==> config.mk <==
export PLATFORM = sky130hd
export DESIGN_NAME = pix_cmd_alu
export DESIGN_NICKNAME = d
export VERILOG_FILES = /design/src/rtl/pix_cmd_alu.sv
export SDC_FILE = /design/constraint.sdc
export NUM_CORES = 2
export LEC_CHECK = 0
export ABC_CLOCK_PERIOD_IN_PS = 18300
export CAP_MARGIN = 20
export CORE_MARGIN = 4
export CORE_UTILIZATION = 45
export CTS_BUF_LIST = sky130_fd_sc_hd__clkbuf_8
export DETAILED_ROUTE_END_ITERATION = 16
export PLACE_DENSITY = 0.62
export SYNTH_ARGS = -nofsm -noshare
export SYNTH_HDL_FRONTEND = slang
export SYNTH_SLANG_ARGS = --single-unit
==> constraint.sdc <==
create_clock -name clk -period 18.3 [get_ports clk]
set_clock_uncertainty 0.2 [all_clocks]
set_input_delay 3.66 -clock clk [delete_from_list [all_inputs] [get_ports clk]]
set_output_delay 3.66 -clock clk [all_outputs]
set_load 0.005 [all_outputs]
==> src/rtl/pix_cmd_alu.sv <==
module pix_cmd_alu #(
  parameter int AW    = 10,
  parameter int DEPTH = 7
) (
  input  logic          clk,
  input  logic          rst_n,
  input  logic          cmd_valid,
  output logic          cmd_ready,
  input  logic [3:0]    cmd_op,
  input  logic [7:0]    cmd_alpha,
  input  logic [AW-1:0] cmd_addr,
  input  logic [31:0]   cmd_data,
  output logic          rd_en,
  output logic [AW-1:0] rd_addr,
  input  logic [31:0]   rd_data,
  output logic          wr_valid,
  input  logic          wr_ready,
  output logic [AW-1:0] wr_addr,
  output logic [31:0]   wr_data
);
  localparam int NQ = DEPTH - 1;
  localparam logic [3:0] OP_ALWAYS = 4'd0, OP_LT = 4'd1, OP_LE = 4'd2, OP_GT = 4'd3,
                         OP_EQ = 4'd4, OP_NEVER = 4'd5, OP_BLEND = 4'd6,
                         OP_AND = 4'd8, OP_OR = 4'd9, OP_XOR = 4'd10, OP_ANDN = 4'd11;

  logic          stall, fire;
  logic          p1_v;
  logic [3:0]    p1_op;
  logic [7:0]    p1_al;
  logic [AW-1:0] p1_ad;
  logic [31:0]   p1_dt;
  logic          hold_v;
  logic [31:0]   hold_d;
  logic          lw_v;
  logic [AW-1:0] lw_ad;
  logic [31:0]   lw_d;
  logic [NQ-1:0] q_v, q_we;
  logic [AW-1:0] q_ad [NQ];
  logic [31:0]   q_dt [NQ];
  logic [31:0]   base_d, old_d, res;
  logic          wen;

  assign wr_valid  = q_v[NQ-1] & q_we[NQ-1];
  assign wr_addr   = q_ad[NQ-1];
  assign wr_data   = q_dt[NQ-1];
  assign stall     = wr_valid & ~wr_ready;
  assign cmd_ready = ~stall;
  assign fire      = cmd_valid & cmd_ready;
  assign rd_en     = fire;
  assign rd_addr   = cmd_addr;

  function automatic logic [7:0] mix8(input logic [7:0] s, input logic [7:0] d, input logic [7:0] a);
    logic [15:0] acc;
    acc = 16'(s) * 16'(a) + 16'(d) * 16'(8'd255 - a) + 16'd127;
    return 8'(acc / 16'd255);
  endfunction

  always_comb begin
    base_d = hold_v ? hold_d : ((lw_v && lw_ad == p1_ad) ? lw_d : rd_data);
    old_d  = base_d;
    for (int k = NQ - 1; k >= 0; k--)
      if (q_v[k] && q_we[k] && q_ad[k] == p1_ad) old_d = q_dt[k];
  end

  always_comb begin
    res = p1_dt;
    wen = 1'b1;
    case (p1_op)
      OP_ALWAYS: wen = 1'b1;
      OP_LT:     wen = p1_dt <  old_d;
      OP_LE:     wen = p1_dt <= old_d;
      OP_GT:     wen = p1_dt >  old_d;
      OP_EQ:     wen = p1_dt == old_d;
      OP_NEVER:  wen = 1'b0;
      OP_BLEND:  for (int c = 0; c < 4; c++) res[8*c +: 8] = mix8(p1_dt[8*c +: 8], old_d[8*c +: 8], p1_al);
      OP_AND:    res = p1_dt & old_d;
      OP_OR:     res = p1_dt | old_d;
      OP_XOR:    res = p1_dt ^ old_d;
      OP_ANDN:   res = old_d & ~p1_dt;
      default:   wen = 1'b0;
    endcase
  end

  always_ff @(posedge clk or negedge rst_n) begin
    if (!rst_n) begin
      p1_v   <= 1'b0;
      p1_op  <= '0;
      p1_al  <= '0;
      p1_ad  <= '0;
      p1_dt  <= '0;
      hold_v <= 1'b0;
      hold_d <= '0;
      lw_v   <= 1'b0;
      lw_ad  <= '0;
      lw_d   <= '0;
      q_v    <= '0;
      q_we   <= '0;
      for (int k = 0; k < NQ; k++) begin
        q_ad[k] <= '0;
        q_dt[k] <= '0;
      end
    end else begin
      lw_v  <= wr_valid & wr_ready;
      lw_ad <= wr_addr;
      lw_d  <= wr_data;
      if (!stall) begin
        p1_v    <= fire;
        p1_op   <= cmd_op;
        p1_al   <= cmd_alpha;
        p1_ad   <= cmd_addr;
        p1_dt   <= cmd_data;
        hold_v  <= 1'b0;
        q_v[0]  <= p1_v;
        q_we[0] <= p1_v & wen;
        q_ad[0] <= p1_ad;
        q_dt[0] <= res;
        for (int k = 1; k < NQ; k++) begin
          q_v[k]  <= q_v[k-1];
          q_we[k] <= q_we[k-1];
          q_ad[k] <= q_ad[k-1];
          q_dt[k] <= q_dt[k-1];
        end
      end else if (p1_v && !hold_v) begin
        hold_v <= 1'b1;
        hold_d <= base_d;
      end
    end
  end
endmodule


Yosys cells after proc, flatten, opt, wreduce, memory -nomap -nowiden
Cells that the tools add are included.
- flip-flop bits (word level): 395
- input port bits: 90
- output and inout bits: 55
- word-level logic and storage cells: 108
- add/subtract/negate cells: 9
- multiply operators: 8
- div/mod/pow operators: 4
- order comparisons: 3
- equal/unequal tests: 18
- mux-type cells: 12
- bitwise gates (word level): 12
- reduce and logical (&&, ||, !) cells: 18
- operators with widths (cell ; count):
    32-bit 2-to-1 mux ; 8
    32-bit case mux with 5 select lines ; 1
    10-bit equality test ; 7
    16-bit adder ; 4
    16-bit by 7-bit adder with 16-bit output (second input constant) ; 4
    32-bit bitwise AND ; 2
    16-bit by 8-bit divider with 16-bit output (second input constant) ; 4
    8-bit by 8-bit multiplier with 16-bit output ; 4
    8-bit by 16-bit multiplier with 16-bit output ; 3
    32-bit equality test ; 1
    32-bit > comparator ; 1
    32-bit <= comparator ; 1
    32-bit less-than comparator ; 1
    32-bit NOT ; 1
    32-bit bitwise OR ; 1
    32-bit bitwise XOR ; 1
    4-bit equality test (second input constant) ; 4
    9-bit by 9-bit multiplier with 16-bit output ; 1
    1-bit logical AND ; 14
    8-bit by 8-bit subtractor with 9-bit output (first input constant) ; 1
    4-bit by 2-bit equality test with 1-bit output (second input constant) ; 2
    4-bit by 3-bit equality test with 1-bit output (second input constant) ; 2
    6-bit OR reduction ; 1
    1-bit bitwise AND ; 5
    other kinds (8) ; 10

Depth between registers and ports, before layout
- word-level depth: 15
- depth in mapped cells: 58
- gate-level depth less buffers: 50

Worst setup path before layout
OpenSTA, ideal clock, no wires.
- kind: input to register
- start: in rd_data[7]
- end: reg q_dt[160] (netlist bit)
- library setup time: 135 ps
- data arrival time: 14541 ps
- required time: 17965 ps
- slack: 3424 ps
- stages: 45
- path buffers: 2
- path through: mux2_2 > mux2i_1 > o211ai_1 > o21ai_0 > o211ai_1 > o21ai_0 > o211ai_1 > o21ai_1 > or2_2 > fa_1 > fa_1 > inv_1 > fa_1 > fa_1 > fa_1 > inv_1 > fa_1 > inv_1 > [9 not listed] > o41a_1 > o211ai_1 > a211o_1 > a31oi_2 > mux2i_1 > nand2_1 > or3_1 > and4bb_1 > buf_4 > nor2b_1 > nor3b_1 > a221oi_1 > o31ai_2 > ha_1 > and2_1 > a41o_1 > o2111ai_1 > o211ai_1
- longest elaborated chain between the ends: 13
- ends and longest elaborated chain (what ; line ; text):
    from (decl) ; 15 ; input logic [31:0] rd_data,
    32-bit 2-to-1 mux (2 in series) ; 59 ; base_d = hold_v ? hold_d : ((lw_v && lw_ad == p1_ad) ? lw_d : rd_data);
    32-bit 2-to-1 mux (6 in series) ; 62 ; if (q_v[k] && q_we[k] && q_ad[k] == p1_ad) old_d = q_dt[k];
    8-bit by 16-bit multiplier with 16-bit output ; 54 ; acc = 16'(s) * 16'(a) + 16'(d) * 16'(8'd255 - a) + 16'd127;
    16-bit adder ; 54 ;
    16-bit by 7-bit adder with 16-bit output ; 54 ;
    16-bit by 8-bit divider with 16-bit output ; 55 ; return 8'(acc / 16'd255);
    32-bit case mux with 5 select lines ; 68 ; case (p1_op)
    to (signal, indexed assignment) ; 121 ; q_dt[k] <= q_dt[k-1];
    to (decl) ; 39 ; logic [31:0] q_dt [NQ];
Every way passes these cells.
A chain may end at the register's enable or synchronous reset.

Worst setup path after layout
- start: in rd_data[22]
- end: reg q_dt[176] (netlist bit)
Same word-level chain as after synthesis.

==> impl_metrics.py <==
metrics = {
    "outcome": {
        "status": "complete, no violations",
    },
    "setup_path": {
        "r2r_slack_ns": 2.53,
        "slowest_stage": "o2111ai_1",
        "critPathMostFrequentCell": "fa_1",
        "ff2ff_path_depth": 48,
        "critPathArrivalTime_ns": 17.41,
        "crit_path_start": "rd_data[22]",
        "cp.required_ns": 18.61,
        "path_max_fanout": 11,
        "endpoint_kind": "flip-flop",
        "r2r-end": "q_dt[176]",
        "slowest_delay_ns": 0.69,
        "timing.rr.start": "p1_ad[3]",
        "critPathCapture": "q_dt[176]",
        "path_class": "primary input to flip-flop",
        "startpoint_type": "primary input",
    },
    "synth": {
        "async_reset_ff_frac": 1.000,
        "synth_top_area_frac": 0.2129,
        "synth_area_leaders": "dfrtp_1 (21%), fa_1 (18%), nand2_1 (9.6%), ha_1 (7.9%), inv_1 (4.9%)",
        "synth_edf_count": 0,
        "avgSynthCellArea_sq_um": 8.188,
        "yosysTopAreaCell": "dfrtp_1",
        "ys_ff_latch": 395,
        "synth.distinct_cells": 129,
        "synth-warning-count": 0,
        "ys.flop_type": "dfrtp_1",
        "synth.yosys.seq_area_share": 0.2129,
        "syn-instance-count": 5669,
        "synth_area_sq_um": 46420,
    },
    "placement": {
        "dp_cells": 6921,
        "io_buffers": 144,
        "dpl-instance-area_sq_um": 48720,
        "place_congestion": 0.8806,
        "post-dp-hpwl_um": 97490,
    },
    "detailed_routing": {
        "detail_route.wl_per_cell_um": 18.28,
        "dr.pass1.iters": 9,
        "drt_iter0_drc": 3067,
        "routed_via_density": 5.576,
        "ant_nets": 0,
        "num_vias": 39280,
        "routed_wl_um": 128800,
        "drc_errors": 0,
    },
    "clocking": {
        "cts_max_level": 3,
        "cts_made_buffers": 69,
        "ctsHoldBuffers": 0,
        "cts_tree": "built",
        "clk_latency_ns": 0.65,
        "cts.sinks": 395,
        "cts_buffer_depth": 3,
        "cts_setup_buffers": 0,
        "ctsResizeCount": 0,
        "ctsRootBufferMaster": "clkbuf_8",
        "path_clk_slew_ns": 0.06,
    },
    "sta": {
        "rsz0062_at_grt": "no",
        "period_minus_slack_ns": 17.10,
        "drv_slew": 0,
        "setup_viol": 0,
        "tns_ns": 0,
        "hold_viol_final": 0,
        "worstMarginPinSlew_ns": 1.038,
        "fmax_mhz": 58.48,
        "slew_headroom": 0.3081,
        "finalCritPeriodShare": 0.9345,
    },
    "grt": {
        "grt_pass1_wl_um": 210600,
        "antenna_found_initial": 2,
        "grt_max_degree": 166,
        "grt_usage": 0.2374,
        "overflow": 0,
        "grt_pass1_vias": 38040,
    },
    "floorplan": {
        "pin_count": 145,
        "row_count": 117,
        "coreArea_sq_um": 102000,
        "die_y_um": 329.2,
        "fp.dieW_um": 329.2,
        "start_util": 0.4549,
        "die_area_sq_um": 108400,
    },
    "hold_path": {
        "holdCritPathClass": "flip-flop to flip-flop",
    },
    "layout": {
        "final_cell_area_sq_um": 50150,
        "area_growth_pct": 8.033,
        "instances_no_fill": 7044,
        "fillers": 9964,
        "drive_above_1_share": 0.08918,
        "fin_nets": 6419,
    },
    "run": {
        "maxCapViolCount": 0,
    },
}
-- cell type report --
| class | instances | area, sq um | share of cell area |
|---|---|---|---|
| timing repair buffer | 212 | 1979 | 0.03947 |
| antenna | 2 | 5.005 | 0.00009981 |
| clock inverter | 37 | 269.0 | 0.005365 |
| multi-input combinational | 4340 | 32850 | 0.6550 |
| tap | 1368 | 1712 | 0.03413 |
| sequential | 395 | 9896 | 0.1973 |
| clock buffer | 84 | 1156 | 0.02306 |
| inverter | 606 | 2282 | 0.04551 |
-- cell usage in the layout (no fill, tap or decap), types with 27 or more instances in the layout --
cell type,synthesis,layout
mux2i_1,51,51
a21oi_1,154,154
o21a_1,37,37
xnor2_1,107,107
mux2_2,73,73
nor3_1,79,78
nand2b_1,36,36
dfrtp_1,395,386
clkdlybuf4s50_1,0,143
o21ai_0,226,226
xor2_1,56,56
ha_1,294,294
buf_4,57,65
a31oi_1,36,36
clkbuf_8,0,84
fa_1,411,411
nand3_1,79,78
or2_2,134,134
and2_1,140,140
a21o_1,40,40
nand2_1,1184,1184
o211ai_1,133,133
nor2_1,397,395
a211oi_1,37,37
o21ai_1,43,43
nand4_1,33,33
inv_1,606,626
nor4_1,30,27
or3_1,31,31
-- logic make-up after synthesis --
group / synth area share
AO/OA/AOI/OAI: 0.1594
XOR/XNOR: 0.03329
adder cells (fa/ha/maj): 0.2574
buffers and inverters: 0.08049
flip-flops: 0.2129
multiplexers: 0.02903
other: 0.0001618
AND/OR/NAND/NOR: 0.2273
-- state kept, by name, summed over array words and instances, names as in the netlist, 6 cells and up --
signal / count
wr_addr: 10
lw_ad: 10
p1_ad: 10
q_ad: 50
q_v: 6
q_dt: 160
q_we: 6
wr_data: 32
p1_dt: 32
lw_d: 32
hold_d: 32
p1_al: 8
-- cells in the mapped netlist, types with 31 or more instances --
cell type	count
a21o_1	40
or3_1	31
inv_1	606
o211ai_1	133
nand3_1	79
buf_4	57
nand2_1	1184
nand4_1	33
dfrtp_1	395
o21ai_1	43
clkbuf_1	238
xor2_1	56
nand2b_1	36
o21a_1	37
mux2_2	73
and2_1	140
mux2i_1	51
ha_1	294
o21ai_0	226
a211oi_1	37
a31oi_1	36
a21oi_1	154
nor2_1	397
or2_2	134
fa_1	411
nor3_1	79
xnor2_1	107
-- worst max-delay path, delay by kind of cell --
kind                       cells  cell delay, ns
xor gates and xnor gates       2            0.46
AOI/OAI and AO/OA             19            5.21
buffers and inverters          5            0.68
and+or+nand+nor                9            2.88
adders and majority gates      8            3.72
muxes                          3            0.73
-- stage by stage --
| stage | hold slack (ns) | setup slack (ns) | util |
|---|---|---|---|
| after CTS | 0.2320 | 1.226 | 0.4914 |
| after detailed placement | 0.2190 | 0.5848 | 0.4774 |
| after floorplan | 0.1948 | 3.424 | - |
| final | 0.2278 | 1.199 | 0.4915 |
| after global placement | 0.2166 | 0.5561 | 0.4774 |
| after global routing | 0.2541 | 0.09758 | 0.4914 |
-- per-layer routing --
layer | share of wire | track usage
met5 | 0.00010 | 0
met4 | 0.016 | 0.04560
met3 | 0.062 | 0.03460
met2 | 0.44 | 0.3622
met1 | 0.49 | 0.3601
-- worst min path at each step --
stage	startpoint	to	slack, ns	cells past startpoint
2_1_floorplan	wr_data[0]	lw_d[0]	0.19	0
5_1_grt	wr_data[24]	lw_d[24]	0.25	0
3_5_place_dp	wr_data[9]	lw_d[9]	0.22	0
3_3_place_gp	wr_data[8]	lw_d[8]	0.22	0
6_report	wr_data[9]	lw_d[9]	0.23	0
4_1_cts	wr_data[9]	lw_d[9]	0.23	0
Power is left out: the tool's default activity adds up to more than one toggle a clock period on the data nets, which glitch-free logic cannot reach.
